==> src/rtl/ipi_pkg.sv <==
package ipi_pkg;
  localparam int DATA_W = 32;
  localparam int DEST_W = 8;
  localparam int VEC_W  = 8;
  localparam int MODE_W = 3;
  localparam int SH_W   = 2;

  // bit positions in the low command word
  localparam int VEC_LSB   = 0;
  localparam int MODE_LSB  = 8;
  localparam int STAT_BIT  = 12;
  localparam int ERR_BIT   = 13;
  localparam int LVL_BIT   = 14;
  localparam int TRIG_BIT  = 15;
  localparam int SH_LSB    = 18;
  localparam int DEST_LSB  = 24;

  typedef struct packed {
    logic [DEST_W-1:0] dest;
    logic [SH_W-1:0]   shorthand;
    logic              trig;
    logic              level;
    logic [MODE_W-1:0] mode;
    logic [VEC_W-1:0]  vector;
  } ipi_msg_t;

  function automatic logic [DATA_W-1:0] low_word(ipi_msg_t m, logic busy, logic err);
    logic [DATA_W-1:0] w;
    w = '0;
    w[VEC_LSB +: VEC_W]   = m.vector;
    w[MODE_LSB +: MODE_W] = m.mode;
    w[STAT_BIT]           = busy;
    w[ERR_BIT]            = err;
    w[LVL_BIT]            = m.level;
    w[TRIG_BIT]           = m.trig;
    w[SH_LSB +: SH_W]     = m.shorthand;
    return w;
  endfunction
endpackage

==> src/rtl/ipi_cmd_regs.sv <==
module ipi_cmd_regs
  import ipi_pkg::*;
#(
  parameter int ADDR_W = 12,
  parameter logic [ADDR_W-1:0] LO_OFS = 'h300,
  parameter logic [ADDR_W-1:0] HI_OFS = 'h310
) (
  input  logic              clk,
  input  logic              rst_n,
  input  logic              wr_en,
  input  logic [ADDR_W-1:0] addr,
  input  logic [DATA_W-1:0] wdata,
  input  logic              busy,
  input  logic              err,
  output logic [DATA_W-1:0] rdata,
  output logic              launch,
  output logic              reject,
  output ipi_msg_t          cmd_next
);
  ipi_msg_t cmd_q, cmd_d;
  logic     lo_hit, hi_hit;
  logic     unused_wbits;

  assign lo_hit = wr_en && (addr == LO_OFS);
  assign hi_hit = wr_en && (addr == HI_OFS);
  assign launch = lo_hit && !busy;
  assign reject = lo_hit && busy;
  assign unused_wbits = ^{wdata[23:20], wdata[17:16], wdata[13:11]};

  always_comb begin
    cmd_d = cmd_q;
    if (hi_hit) cmd_d.dest = wdata[DEST_LSB +: DEST_W];
    if (launch) begin
      cmd_d.vector    = wdata[VEC_LSB +: VEC_W];
      cmd_d.mode      = wdata[MODE_LSB +: MODE_W];
      cmd_d.level     = wdata[LVL_BIT];
      cmd_d.trig      = wdata[TRIG_BIT];
      cmd_d.shorthand = wdata[SH_LSB +: SH_W];
    end
  end

  assign cmd_next = cmd_d;

  always_ff @(posedge clk or negedge rst_n) begin
    if (!rst_n) cmd_q <= '0;
    else if (hi_hit || launch) cmd_q <= cmd_d;
  end

  always_comb begin
    rdata = '0;
    if (addr == LO_OFS)      rdata = low_word(cmd_q, busy, err);
    else if (addr == HI_OFS) rdata[DEST_LSB +: DEST_W] = cmd_q.dest;
  end

  // a rejected low write leaves stored low fields untouched
  p_reject_keeps_fields_r6: assert property (@(posedge clk) disable iff (!rst_n)
    (reject && !hi_hit) |=> $stable(cmd_q));
endmodule

==> src/rtl/ipi_launch_ctrl.sv <==
module ipi_launch_ctrl
  import ipi_pkg::*;
(
  input  logic     clk,
  input  logic     rst_n,
  input  logic     launch,
  input  logic     reject,
  input  ipi_msg_t cmd_next,
  input  logic     msg_ready,
  output logic     busy,
  output logic     err,
  output ipi_msg_t msg
);
  logic     busy_q, busy_d;
  logic     err_q, err_d;
  ipi_msg_t msg_q;
  logic     accept;

  assign accept = busy_q && msg_ready;

  always_comb begin
    busy_d = busy_q;
    err_d  = err_q;
    if (accept) busy_d = 1'b0;
    if (launch) begin
      busy_d = 1'b1;
      err_d  = 1'b0;
    end
    if (reject) err_d = 1'b1;
  end

  always_ff @(posedge clk or negedge rst_n) begin
    if (!rst_n) begin
      busy_q <= 1'b0;
      err_q  <= 1'b0;
    end else begin
      busy_q <= busy_d;
      err_q  <= err_d;
    end
  end

  always_ff @(posedge clk or negedge rst_n) begin
    if (!rst_n) msg_q <= '0;
    else if (launch) msg_q <= cmd_next;
  end

  assign busy = busy_q;
  assign err  = err_q;
  assign msg  = msg_q;

  // pending message held until taken
  p_hold_stable_r5: assert property (@(posedge clk) disable iff (!rst_n)
    (busy_q && !msg_ready) |=> (busy_q && $stable(msg_q)));
  // handshake retires the message
  p_accept_clears_r4: assert property (@(posedge clk) disable iff (!rst_n)
    (accept && !launch) |=> !busy_q);
  // nothing but a low write starts a message
  p_no_spurious_launch_r2: assert property (@(posedge clk) disable iff (!rst_n)
    (!busy_q && !launch) |=> !busy_q);
  // a write during a pending message flags an error
  p_reject_sets_err_r6: assert property (@(posedge clk) disable iff (!rst_n)
    reject |=> err_q);
endmodule

==> src/rtl/ipi_cmd_sender.sv <==
module ipi_cmd_sender
  import ipi_pkg::*;
#(
  parameter int ADDR_W = 12,
  parameter logic [ADDR_W-1:0] LO_OFS = 'h300,
  parameter logic [ADDR_W-1:0] HI_OFS = 'h310
) (
  input  logic              clk,
  input  logic              rst_n,
  input  logic              reg_wr,
  input  logic [ADDR_W-1:0] reg_addr,
  input  logic [31:0]       reg_wdata,
  output logic [31:0]       reg_rdata,
  output logic              msg_valid,
  input  logic              msg_ready,
  output logic [7:0]        msg_dest,
  output logic [1:0]        msg_shorthand,
  output logic [2:0]        msg_mode,
  output logic              msg_level,
  output logic              msg_trigger,
  output logic [7:0]        msg_vector
);
  logic     busy, err, launch, reject;
  ipi_msg_t cmd_next, msg;

  ipi_cmd_regs #(.ADDR_W(ADDR_W), .LO_OFS(LO_OFS), .HI_OFS(HI_OFS)) u_regs (
    .clk(clk), .rst_n(rst_n), .wr_en(reg_wr), .addr(reg_addr),
    .wdata(reg_wdata), .busy(busy), .err(err), .rdata(reg_rdata),
    .launch(launch), .reject(reject), .cmd_next(cmd_next)
  );

  ipi_launch_ctrl u_ctrl (
    .clk(clk), .rst_n(rst_n), .launch(launch), .reject(reject),
    .cmd_next(cmd_next), .msg_ready(msg_ready), .busy(busy), .err(err),
    .msg(msg)
  );

  assign msg_valid     = busy;
  assign msg_dest      = msg.dest;
  assign msg_shorthand = msg.shorthand;
  assign msg_mode      = msg.mode;
  assign msg_level     = msg.level;
  assign msg_trigger   = msg.trig;
  assign msg_vector    = msg.vector;

  // a launch raises valid next cycle
  p_launch_valid_r3: assert property (@(posedge clk) disable iff (!rst_n)
    launch |=> msg_valid);
endmodule

==> config.mk <==
export PLATFORM = sky130hd
export DESIGN_NAME = ipi_cmd_sender
export DESIGN_NICKNAME = d
export VERILOG_FILES = /design/src/rtl/ipi_pkg.sv /design/src/rtl/ipi_cmd_regs.sv /design/src/rtl/ipi_launch_ctrl.sv /design/src/rtl/ipi_cmd_sender.sv
export SDC_FILE = /design/constraint.sdc
export NUM_CORES = 1
export LEC_CHECK = 0
export BUFFER_PORTS_ARGS = -buffer_cell sky130_fd_sc_hd__buf_4
export CAP_MARGIN = 15
export CORE_UTILIZATION = 41
export CTS_CLUSTER_DIAMETER = 200
export DETAILED_ROUTE_END_ITERATION = 8
export GPL_TIMING_DRIVEN = 0
export PLACE_DENSITY_LB_ADDON = 0.1
export SLEW_MARGIN = 20
export SYNTH_ARGS = -nofsm -noshare
export SYNTH_HDL_FRONTEND = slang
export SYNTH_SLANG_ARGS = --single-unit
export TNS_END_PERCENT = 5
==> constraint.sdc <==
create_clock -name clk -period 1.6 [get_ports clk]
set_input_delay 0.08 -clock clk [delete_from_list [all_inputs] [get_ports clk]]
set_output_delay 0.08 -clock clk [all_outputs]
set_load 0.02 [all_outputs]
==> flow_summary.yaml <==
outcome:
  outcome: "complete, but fails checks"
  violations: "negative setup slack"
finish:
  fin_area_um2: 3220
  multiInputGateArea_um2: 913
  fin_nets: 306
  fill_cells: 378
  drive_gt1_frac: 0.683
  antenna_cells: 0
  final_cell_mix: "buf_4 (76), dfrtp_1 (48), mux2_2 (39), buf_6 (22), and2_4 (16)"
  seqCellArea_um2: 1200
  area.growth.synth_to_final_pct: 51.7
  final_common_cell: "buf_4"
power_and_ir_drop:
  leakage_nw: 1.75
  vdd_drop_max_uv: 431
  switching_power_w: 0.000465
  p_int_w: 0.00166
  clkPwrFrac: 0.349
  power_frac_comb: 0.078
  swShare: 0.219
  power.density_nw_per_um2: 661
  seqPwrFrac: 0.573
setup_path:
  cp.arrival_ps: 1540
  crit_type: "in2out"
  crit_path_frequent_cell: "buf_6"
  crit_path_start_kind: "input pin"
  slowest_delay_ps: 550
  crit_path_top_delay_cell: "or4_4"
  ff2ff_path_depth: 5
  r2r-start: "u_ctrl.busy$_DFFE_PN0P_"
  end_kind: "output port"
  critPathMaxFanout: 7
  r2r_slack_ps: 90
  r2r_end: "u_ctrl.msg[6]$_DFFE_PN0P_"
  required_ps: 1520
  crit_chain: "buf_6 > or4_4 > nor4_4 > buf_4 > and2_4 > buf_6"
sta:
  fmax_ghz: 0.619
  finalClockSkew_ps: 10.1
  layout_min_cycle_time_ps: 1620
  final_hold_viol_count: 0
  min_period_over_period: 1.01
  finalSetupViolations: 12
  setup_ws_ps: -15.2
  worst_pin_slew_ps: 598
  slew_headroom: 0.602
  slew_violations: 0
  rsz0062_at_grt: "yes"
detailed_routing:
  wirelength_um: 4690
  drtIter0Drc: 42
  avgRoutedWirePerCell_um: 14.4
  drtAntennaViolNets: 0
  dr.pass1.iters: 4
  drc_errors: 0
  via_count: 1533
  viasPerCell: 4.70
floorplan:
  die_area_um2: 5460
  ios: 104
  start_util: 0.437
  die_h_um: 73.9
  core-area_um2: 4850
  die_x_um: 73.9
  rows: 25
placed_design:
  place.gp.congestion: 0.675
  portBuffers: 87
  hpwl_um: 3260
  place_ws_ps: -483
  dpl_cell_area_um2: 2890
logic_synthesis:
  synth.avg_cell_area_um2: 14.1
  yosysWarnings: 0
  synthCells: 150
  yosysSeqAreaShare: 0.566
  synth.distinct_cells: 24
  synthesis.area_um2: 2120
  ys_ff_latch: 48
cts:
  cts.sinks: 48
  clk_latency_ps: 300
  clk_path_buf_depth: 2
  cts_buffers: 5
  clk_pin_slew_ps: 90
  cts_tree: "yes"
  ctsRootBufferMaster: "clkbuf_8"
  h-tree-depth: 2
hold_path:
  min_path_cells: 2
  min_path_type: "in2reg"
  whs_endpoint: "u_regs.cmd_q[22]$_DFFE_PN0P_"
  min-delay-start: "reg_wdata[31]"
global_routing:
  grt-ovfl-total: 0
  grt_pass1_vias: 1472
  antenna_found_initial: 0
  track_usage: 0.176
  grt_max_degree: 49
  grt_pass1_wl_um: 7020
job:
  cap_violations: 0
[logic make-up after synthesis]
kind of cell	share of synthesized area
simple gates	0.125
compound gates	0.00236
buf+inv	0.0407
other cells	0.00177
flops	0.566
mux	0.264
[state kept, by name (all words and copies together), names as in the netlist]
| register | cells |
|---|---|
| u_ctrl.msg | 23 |
| u_ctrl.busy | 1 |
| u_ctrl.err | 1 |
| u_regs.cmd_q | 23 |
[worst max-delay path, delay by kind of cell]
| family | cells | cell delay, ps |
|---|---|---|
| buffers and inverters | 3 | 430 |
| and+or+nand+nor | 3 | 1030 |
[per-stage QoR]
| step | total power, W | cells | TNS [ps] | hold WS [ps] | utilization |
|---|---|---|---|---|---|
| after floorplan | 0.00129 | 156 | -16.1 | -216 | - |
| after global placement | 0.00139 | 310 | -11250 | 132 | 0.596 |
| after detailed placement | 0.00139 | 310 | -11000 | 131 | 0.596 |
| after CTS | 0.00214 | 323 | -105 | 2.60 | 0.642 |
| after global routing | 0.00221 | 326 | -1070 | 1.30 | 0.663 |
| final | 0.00213 | 326 | -102 | 8.71 | 0.663 |
[power groups by stage]
| stage | Sequential (W) | Clock [W] | Combinational [W] |
|---|---|---|---|
| 5_1_grt | 0.00122 | 0.000812 | 0.000183 |
| 3_3_place_gp | 0.00124 | 0 | 0.000151 |
| 4_1_cts | 0.00122 | 0.000760 | 0.000162 |
| 2_1_floorplan | 0.00124 | 0 | 0.0000422 |
| 3_5_place_dp | 0.00124 | 0 | 0.000152 |
| 6_report | 0.00122 | 0.000742 | 0.000165 |
[final cells by class]
type	count	share of cell area
plain buffers	13	0.0362
repair buffers	95	0.250
inverters	1	0.00117
multi-input cells	94	0.284
flip-flops and latches	48	0.373
well taps	67	0.0261
clock buffers	7	0.0268
clock inverters	1	0.00233
[repair_timing]
| action | CTS | global route |
|---|---|---|
| hold buffers | 3 | 2 |
| pin swaps | 4 | 15 |
| gates resized for setup | 24 | 26 |
| setup endpoints to repair | 46 | 55 |
| buffers inserted | 2 | 0 |
| gates cloned | 0 | 1 |
| hold endpoints to repair | 50 | 2 |
[cells in the mapped netlist]
cell type,n,area (um2)
or4_1,1,7.51
nand4bb_1,1,11.3
o21ai_0,1,5.00
or3_1,1,6.26
nor4_1,1,6.26
buf_6,1,11.3
or4_4,1,11.3
nor2b_1,1,6.26
nor4_2,1,12.5
dfrtp_1,48,1200
inv_1,1,3.75
conb_1,1,3.75
nor3b_1,1,7.51
and4_1,1,8.76
nand2_1,1,3.75
mux2_4,8,120
nor3_1,1,5.00
nand4_1,2,12.5
nor4bb_1,1,10.0
buf_4,7,52.6
mux2_2,39,439
buf_1,1,3.75
clkbuf_1,4,15.0
and2_1,25,156
[how the worst max path moves through the flow]
| stage | from | cells after the start | slack (ps) | to |
|---|---|---|---|---|
| floorplan | u_ctrl.busy$_DFFE_PN0P_ | 5 | -2 | u_ctrl.msg[0]$_DFFE_PN0P_ |
| global placement | reg_addr[3] | 6 | -540 | reg_rdata[18] |
| detailed placement | reg_addr[3] | 6 | -480 | reg_rdata[18] |
| CTS | reg_addr[3] | 6 | -20 | reg_rdata[13] |
| global route | reg_addr[0] | 6 | -80 | reg_rdata[5] |
| finish | reg_addr[0] | 6 | -20 | reg_rdata[5] |
[routing by layer]
layer / GRT usage / vias to the layer above / share of wire
met1: 0.205 / 748 / 0.40
met3: 0.0686 / 7 / 0.076
met2: 0.297 / 58 / 0.51
met4: 0.0577 / 0 / 0.012
met5: 0 / - / 0
li1: - / 720 / -
No activity file was read; power rests on OpenSTA's default activity.
